<file path="config.mk">
export PLATFORM = sky130hd
export DESIGN_NAME = txdesc_run_ctrl
export DESIGN_NICKNAME = d
export VERILOG_FILES = /design/src/rtl/txdesc_pkg.sv /design/src/rtl/txdesc_fsm.sv /design/src/rtl/txdesc_pos.sv /design/src/rtl/txdesc_flag.sv /design/src/rtl/txdesc_run_ctrl.sv
export SDC_FILE = /design/constraint.sdc
export NUM_CORES = 1
export LEC_CHECK = 0
export ABC_AREA = 1
export BUFFER_PORTS_ARGS = -buffer_cell sky130_fd_sc_hd__buf_2
export CORE_ASPECT_RATIO = 1.1
export CORE_MARGIN = 2
export CORE_UTILIZATION = 25
export DETAILED_ROUTE_END_ITERATION = 10
export PLACE_DENSITY = 0.44
export SLEW_MARGIN = 15
export SYNTH_ARGS = -nofsm -noshare
export SYNTH_HDL_FRONTEND = slang
export SYNTH_HIERARCHICAL = 1
export SYNTH_SLANG_ARGS = --single-unit
</file>
<file path="constraint.sdc">
create_clock -name clk -period 2.53 [get_ports clk]
set_clock_uncertainty 0.2 [all_clocks]
set_input_delay 0.506 -clock clk [delete_from_list [all_inputs] [get_ports clk]]
set_output_delay 0.506 -clock clk [all_outputs]
set_load 0.02 [all_outputs]
</file>
<file path="src/rtl/txdesc_pkg.sv">
package txdesc_pkg;

  // internal controller phases
  typedef enum logic [2:0] {
    PH_IDLE,      // stopped
    PH_FETCH_REQ, // descriptor read offered
    PH_FETCH_WAIT,// waiting for descriptor word
    PH_XFER_REQ,  // transfer request offered
    PH_XFER_BUSY, // frame in flight
    PH_PARK       // suspended
  } phase_t;

  // externally visible state codes
  localparam logic [1:0] ST_STOPPED = 2'd0;
  localparam logic [1:0] ST_RUNNING = 2'd1;
  localparam logic [1:0] ST_SUSPEND = 2'd2;

  function automatic logic [1:0] phase_to_state(input phase_t p);
    case (p)
      PH_IDLE: return ST_STOPPED;
      PH_PARK: return ST_SUSPEND;
      default: return ST_RUNNING;
    endcase
  endfunction

endpackage

</file>
<file path="src/rtl/txdesc_fsm.sv">
module txdesc_fsm
  import txdesc_pkg::*;
#(
  parameter int DATA_W  = 32,
  parameter int OWN_BIT = 31,
  parameter int EOR_BIT = 21
) (
  input  logic              clk,
  input  logic              rst_n,
  input  logic              run_wr,
  input  logic              run_val,
  input  logic              poll_req,
  input  logic              rd_req_ready,
  input  logic              rd_rsp_valid,
  input  logic [DATA_W-1:0] rd_rsp_data,
  input  logic              xfer_ready,
  input  logic              frame_done,
  output phase_t            phase,
  output logic              step_pos,
  output logic              wrap_pos,
  output logic              mark_unavail
);

  phase_t phase_q, phase_d;
  logic   run_q;
  logic   eor_q;
  logic   run_eff;
  logic   desc_own;
  logic   desc_eor;

  assign run_eff  = run_wr ? run_val : run_q;
  assign desc_own = rd_rsp_data[OWN_BIT];
  assign desc_eor = rd_rsp_data[EOR_BIT];

  always_comb begin
    phase_d      = phase_q;
    step_pos     = 1'b0;
    mark_unavail = 1'b0;
    case (phase_q)
      PH_IDLE:
        if (run_wr && run_val) phase_d = PH_FETCH_REQ;
      PH_FETCH_REQ:
        if (rd_req_ready) phase_d = PH_FETCH_WAIT;
      PH_FETCH_WAIT:
        if (rd_rsp_valid) begin
          if (!run_eff) begin
            phase_d = PH_IDLE;
          end else if (!desc_own) begin
            phase_d      = PH_PARK;
            mark_unavail = 1'b1;
          end else begin
            phase_d = PH_XFER_REQ;
          end
        end
      PH_XFER_REQ:
        if (xfer_ready) phase_d = PH_XFER_BUSY;
      PH_XFER_BUSY:
        if (frame_done) begin
          step_pos = 1'b1;
          phase_d  = run_eff ? PH_FETCH_REQ : PH_IDLE;
        end
      PH_PARK:
        if (!run_eff) phase_d = PH_IDLE;
        else if (poll_req || (run_wr && run_val)) phase_d = PH_FETCH_REQ;
      default: phase_d = PH_IDLE;
    endcase
  end

  always_ff @(posedge clk) begin
    if (!rst_n) begin
      phase_q <= PH_IDLE;
      run_q   <= 1'b0;
      eor_q   <= 1'b0;
    end else begin
      phase_q <= phase_d;
      run_q   <= run_eff;
      if (phase_q == PH_FETCH_WAIT && rd_rsp_valid) eor_q <= desc_eor;
    end
  end

  assign phase    = phase_q;
  assign wrap_pos = eor_q;

endmodule

</file>
<file path="src/rtl/txdesc_pos.sv">
module txdesc_pos #(
  parameter int ADDR_W     = 32,
  parameter int DESC_BYTES = 16
) (
  input  logic              clk,
  input  logic              rst_n,
  input  logic              base_wr,
  input  logic [ADDR_W-1:0] base_addr,
  input  logic              stopped,
  input  logic              step_pos,
  input  logic              wrap_pos,
  output logic [ADDR_W-1:0] pos
);

  localparam logic [ADDR_W-1:0] STRIDE = ADDR_W'(DESC_BYTES);

  logic [ADDR_W-1:0] base_q;
  logic [ADDR_W-1:0] pos_q;

  always_ff @(posedge clk) begin
    if (!rst_n) begin
      base_q <= '0;
      pos_q  <= '0;
    end else begin
      if (base_wr) base_q <= base_addr;
      if (base_wr && stopped) pos_q <= base_addr;
      else if (step_pos) pos_q <= wrap_pos ? base_q : pos_q + STRIDE;
    end
  end

  assign pos = pos_q;

endmodule

</file>
<file path="src/rtl/txdesc_flag.sv">
module txdesc_flag (
  input  logic clk,
  input  logic rst_n,
  input  logic set_i,
  input  logic clr_i,
  output logic flag_o
);

  logic flag_q;

  always_ff @(posedge clk) begin
    if (!rst_n)     flag_q <= 1'b0;
    else if (set_i) flag_q <= 1'b1;
    else if (clr_i) flag_q <= 1'b0;
  end

  assign flag_o = flag_q;

endmodule

</file>
<file path="src/rtl/txdesc_run_ctrl.sv">
module txdesc_run_ctrl
  import txdesc_pkg::*;
#(
  parameter int ADDR_W     = 32,
  parameter int DATA_W     = 32,
  parameter int DESC_BYTES = 16,
  parameter int OWN_BIT    = 31,
  parameter int EOR_BIT    = 21
) (
  input  logic              clk,
  input  logic              rst_n,
  input  logic              run_wr,
  input  logic              run_val,
  input  logic              poll_req,
  input  logic              base_wr,
  input  logic [ADDR_W-1:0] base_addr,
  input  logic              no_buf_clr,
  output logic              rd_req_valid,
  input  logic              rd_req_ready,
  output logic [ADDR_W-1:0] rd_req_addr,
  input  logic              rd_rsp_valid,
  input  logic [DATA_W-1:0] rd_rsp_data,
  output logic              xfer_valid,
  input  logic              xfer_ready,
  output logic [ADDR_W-1:0] xfer_addr,
  input  logic              frame_done,
  output logic [1:0]        state_o,
  output logic [ADDR_W-1:0] cur_pos,
  output logic              no_buf_flag
);

  phase_t phase;
  logic   step_pos;
  logic   wrap_pos;
  logic   mark_unavail;

  txdesc_fsm #(
    .DATA_W (DATA_W),
    .OWN_BIT(OWN_BIT),
    .EOR_BIT(EOR_BIT)
  ) u_fsm (
    .clk         (clk),
    .rst_n       (rst_n),
    .run_wr      (run_wr),
    .run_val     (run_val),
    .poll_req    (poll_req),
    .rd_req_ready(rd_req_ready),
    .rd_rsp_valid(rd_rsp_valid),
    .rd_rsp_data (rd_rsp_data),
    .xfer_ready  (xfer_ready),
    .frame_done  (frame_done),
    .phase       (phase),
    .step_pos    (step_pos),
    .wrap_pos    (wrap_pos),
    .mark_unavail(mark_unavail)
  );

  txdesc_pos #(
    .ADDR_W    (ADDR_W),
    .DESC_BYTES(DESC_BYTES)
  ) u_pos (
    .clk      (clk),
    .rst_n    (rst_n),
    .base_wr  (base_wr),
    .base_addr(base_addr),
    .stopped  (phase == PH_IDLE),
    .step_pos (step_pos),
    .wrap_pos (wrap_pos),
    .pos      (cur_pos)
  );

  txdesc_flag u_flag (
    .clk   (clk),
    .rst_n (rst_n),
    .set_i (mark_unavail),
    .clr_i (no_buf_clr),
    .flag_o(no_buf_flag)
  );

  assign rd_req_valid = (phase == PH_FETCH_REQ);
  assign rd_req_addr  = cur_pos;
  assign xfer_valid   = (phase == PH_XFER_REQ);
  assign xfer_addr    = cur_pos;
  assign state_o      = phase_to_state(phase);

endmodule

</file>
# Yosys cells after proc, flatten, opt, wreduce, memory -nomap -nowiden
# Cells that the tools add are included.
# Widths: inputs -> output; s select.
# totals
output_inout_bits,101
reg_bits,70
elab_cells,50
input_bits,75
# classes
n_reduce_logical,8
mux,24
add_sub_neg,1
eq_ne,11
# ops
cell,count
$mux 32,3
$add 32x5->32 const B,1
$mux 3,9
$pmux 3 s6,1
$mux 1,10
$eq 3x2->1 const B,2
$eq 3x3->1 const B,2
$ne 2x2->1 const B,3
$reduce_and 6->1,1
$ne 2x1->1 const B,2
$pmux 2 s2,1
$reduce_bool 2->1,2
$eq 3x1->1 const B,1
$logic_and 1x1->1,3
$logic_not 3->1,1
$ne 3x3->1 const B,1
$logic_or 1x1->1,1

# Longest topological paths before layout
# depth
word_depth,5
ltp_mapped,10
mapped_depth_nobuf,10

# Modules after synthesis
# Netlist, hierarchy kept.
# modules_own_cells
module,seq_area_each_um2,instances,cells_each,area_per_inst_um2
txdesc_pos,1281.2,1,573,3669.8
txdesc_run_ctrl,0.0,1,75,526.8
txdesc_fsm,100.1,1,73,415.4
txdesc_flag,20.0,1,6,43.8

# Worst setup path before layout
# OpenSTA, ideal clock, no wires.
# synth_path
path_type,flip-flop to flip-flop
startpoint,register u_fsm.phase_q[2] (netlist: u_fsm/phase[2])
endpoint,register u_pos.pos_q[23] (netlist: u_pos/pos[23])
t_required_ns,2.262
n_path_buf,1
path_slack_ns,0.402
setup_time_ns,0.068
t_arrival_ns,1.860
synth_period_minus_slack_ns,2.128
stages_incl_launch_ff,10
path_cell_list,dfxtp_1 -> inv_2 -> nor4_1 -> inv_1 -> nor2_4 -> inv_2 -> buf_4 -> nor2_1 -> nand2_1 -> a21oi_2
# synth_between
elab_chain_cells,3
word_cells_on_any_way,6
classes_between,eq/ne: 1; mux: 2; reduce/logical: 3
# synth_lines
element,line,text
start: declaration,txdesc_fsm.sv:24,"phase_t phase_q, phase_d;"
start signal: assignment,txdesc_fsm.sv:75,phase_q <= phase_d;
$eq 3x3->1,txdesc_fsm.sv:39,case (phase_q)
$mux 1,txdesc_fsm.sv:39,
net step_pos,txdesc_run_ctrl.sv:33,logic step_pos;
$reduce_bool 2->1 (no line),-,
end signal: assignment,txdesc_pos.sv:26,if (base_wr && stopped) pos_q <= base_addr;
end signal: assignment,txdesc_pos.sv:27,else if (step_pos) pos_q <= wrap_pos ? base_q : pos_q + STRIDE;
end: declaration,txdesc_pos.sv:18,logic [ADDR_W-1:0] pos_q;
# The timed path passes the listed nets, and every way through them passes these cells.
# A chain may end at the register's enable or synchronous reset.

# Worst setup path in the final report
# layout_path
startpoint,register u_fsm.phase_q[0] (netlist: u_fsm/phase[0])
endpoint,register u_pos.pos_q[22] (netlist: u_pos/pos[22])
# layout_between
elab_chain_cells,3
word_cells_on_any_way,6
classes_between,eq/ne: 1; mux: 2; reduce/logical: 3
# layout_lines
element,line
$eq 3x3->1 or $logic_not 3->1 (tied branches),"txdesc_fsm.sv:39, txdesc_run_ctrl.sv:66"
$mux 1 or $logic_and 1x1->1 (tied branches),"txdesc_fsm.sv:39, txdesc_pos.sv:26"
$reduce_bool 2->1 (no line) or $mux 32 (tied branches),-
# Parallel ways exist; a longest one is shown, timed or not.

==> flow_summary_export.csv <==
group,metric,value,unit
status,status,"complete, no violations",
clock_network,insertion_delay,0.34,ns
worst_setup_path,r2r_cells,8,
logic_synthesis,synth_seq_area_share,30.10,%
job,drv_cap,0,
logic_synthesis,synth.avg_cell_area,6.404,um2
logic_synthesis,synthDistinctLibCells,30,
timing,slew_headroom,56.61,%
worst_setup_path,crit_start,"u_fsm/phase[0]",
timing,rsz0062_at_grt,"false",
layout,final_nets,882,
clock_network,numCtsBuffers,9,
hold_path,hold_path.class,"input port to register",
timing,worst_slew_pin_slew,0.6500,ns
worst_setup_path,crit_path_max_incr_delay,0.43,ns
worst_setup_path,slowest_stage,"dfxtp_1",
floorplan,row_count,52,
power,p_clk_share,25.7,%
grt,antenna_found_initial,5,
logic_synthesis,yosysMostFrequentCell,"nand2_1",
drt,drt-total-wl,14.38,mm
logic_synthesis,synth-async-reset-ratio,0,%
logic_synthesis,synth_top_cell_by_area,"dfxtp_1",
logic_synthesis,yosysTopAreaCellShare,30.10,%
worst_setup_path,cp-end-kind,"register",
power,netSwitchingPower,2121,uW
clock_network,root_buffer,"clkbuf_16",
power,intPower,2694,uW
worst_setup_path,crit_top_cell,"inv_2",
floorplan,die_x,134.1,um
worst_setup_path,cp.required,2.54,ns
worst_setup_path,path_delay_family,"simple AND/OR/NAND/NOR gates",
logic_synthesis,syn-instance-count,727,
placement,place_ws,0.3819,ns
worst_setup_path,worst-path-buf-inv,2,
power,power-per-cell-area,878.9,nW/um2
floorplan,start_util,25.38,%
hold_path,hold_path_depth,3,
grt,grt_pass1_wl,22.65,mm
logic_synthesis,ys.warnings.count,6,
worst_setup_path,r2r-start,"u_fsm/phase[0]",
clock_network,clkSinkCount,70,
power,swShare,44.05,%
worst_setup_path,path_cells,"nor3_1, nand2_4, inv_2, nor2_4, inv_2, o21ai_0, a21oi_1, nor2_1",
logic_synthesis,synth_fp_nets,803,
hold_path,hold_path.startpoint,"base_addr[18]",
logic_synthesis,synth_area_leaders,"dfxtp_1 30%, buf_4 11%, nand2_1 9.6%",
worst_setup_path,critical_path_peak_fanout,24,
placement,io_buffers,145,
power,seq_power_share,32.1,%
grt,overflow,0,
worst_setup_path,worstPathArrival,2.15,ns
timing,fin_setup_tns,0,ns
layout,areaGrowthSynthToFinish,17.68,%
drt,drtIter0Drc,230,
timing,fmax,467.1,MHz
power,power.leakage,0.002717,uW
drt,via_count,4592,
timing,finalCritPeriodShare,84.62,%
clock_network,cts_tree,"done",
worst_setup_path,crit_type,"register to register",
drt,first_pass_iters,4,
drt,drc_errors,0,
logic_synthesis,synth-edff-count,0,
grt,grt_max_degree,36,
floorplan,die_h,147.1,um
clock_network,cts_buffer_depth,2,
grt,grtUsageTotal,14.81,%
floorplan,core,18350,um2
logic_synthesis,ys_ff_latch,70,
clock_network,clk_pin_slew_worst_paths,0.06,ns
logic_synthesis,synth_common_cells,"119 x nand2_1, 112 x nor2_1, 87 x inv_1, 70 x dfxtp_1, 66 x buf_4",
power,comb_power_share,42.2,%
clock_network,postCtsSetupBuffers,0,
timing,fin_ws,0.3892,ns
drt,wl_per_cell,13.61,um
logic_synthesis,synthFlopType,"dfxtp_1",
drt,ant_nets,0,
drt,viasPerCell,4.348,
worst_setup_path,start_kind,"register",
clock_network,cts_htree_levels,3,
placement,place.gp.congestion,0.8676,
timing,fin_crit,2.141,ns
clock_network,cts_hold_buffers,0,
worst_setup_path,worstSetupPathDepth,8,
timing,slew_viol_final,0,
grt,grt_pass1_vias,4208,
placement,post-dp-hpwl,10.50,mm
logic_synthesis,synth_area,4656,um2
clock_network,ctsResizeCount,0,
timing,setup_viol_count_final,0,
power,peakVddDrop,0.3441,mV
layout,layout-drive-gt1-share,27.00,%
floorplan,ios,176,
floorplan,dieArea,19730,um2
timing,finalHoldViolCount,0,
==> cell type report <==
class | instances | area [um2]
Multi-Input combinational cell | 468 | 2270
Fill cell | 2112 | 12870
Antenna cell | 2 | 5.005
Timing Repair Buffer | 159 | 843.3
Sequential cell | 70 | 1401
Tap cell | 243 | 304.0
Clock inverter | 3 | 17.52
Inverter | 98 | 367.9
Clock buffer | 13 | 270.3
==> tightest hold or removal path, delay by kind of cell <==
kind                   cells  cell delay [ns]
AND/OR/NAND/NOR            2             0.12
buffers and inverters      1             0.09
==> state kept, by name, summed over array words and instances (netlist names) <==
register and count:
u_fsm/phase 3, u_fsm/run_q 1, u_pos/pos 32, u_pos/base_q 32, u_fsm/wrap_pos 1, u_flag/flag_o 1
==> placed cells by master, fill, tap and decap left out, drive strengths merged <==
master / count
buf: 159
nand2: 129
nor2: 128
inv: 97
dfxtp: 70
o21ai: 67
a21oi: 57
nand3: 47
o22ai: 16
clkbuf: 13
nand4: 5
o211ai: 5
nor3: 4
xor2: 4
a31oi: 4
clkinv: 3
diode: 2
clkinvlp: 1
nor4: 1
ha: 1
==> power groups by stage <==
stage	Sequential [uW]	Combinational (uW)	Clock, uW
detailed placement	1580	2040	0
CTS	1560	2050	1290
finish	1550	2030	1240
global route	1600	2240	1340
global placement	1580	2040	0
floorplan	1670	1580	0
==> stage by stage <==
step	cells	total power, uW	utilization, %	hold slack [ns]	instance area [um2]
after floorplan	727	3246	-	0.2289	4656
after CTS	1054	4897	29.84	0.1892	5474
final	1056	4815	29.86	0.2061	5479
after global placement	1038	3620	28.27	0.2454	5186
after global routing	1054	5184	29.84	0.2054	5474
after detailed placement	1038	3623	28.27	0.2468	5186
==> kinds of logic (layout without fill, tap and decap cells) <==
| group | count (synthesis) | in the layout | share of synthesized area (%) |
|---|---|---|---|
| and+or+nand+nor | 314 | 314 | 30.42 |
| buffers and inverters | 189 | 273 | 21.15 |
| AOI/OAI and AO/OA | 149 | 149 | 17.31 |
| DFF | 70 | 70 | 30.10 |
| xor gates and xnor gates | 4 | 4 | 0.7524 |
| adders and majority gates | 1 | 1 | 0.2687 |
| other | 0 | 2 | 0 |
==> metal layers <==
layer | wire (um) | global-route usage [%] | vias up
met5 | 27 | 0 | -
met3 | 912 | 3.140 | 23
met4 | 308 | 6.000 | 4
met2 | 6661 | 24.33 | 131
li1 | - | - | 2413
met1 | 6466 | 18.89 | 2021
==> worst paths after layout <==
kind | end | slack, ns
setup / recovery | u_pos/pos[22] | 0.39
hold / removal | u_pos/base_q[18] | 0.21
setup reg to reg | u_pos/pos[22] | 0.39
hold reg to reg | u_pos/base_q[1] | 0.25
Note: power is estimated with default switching activity, not from simulation.
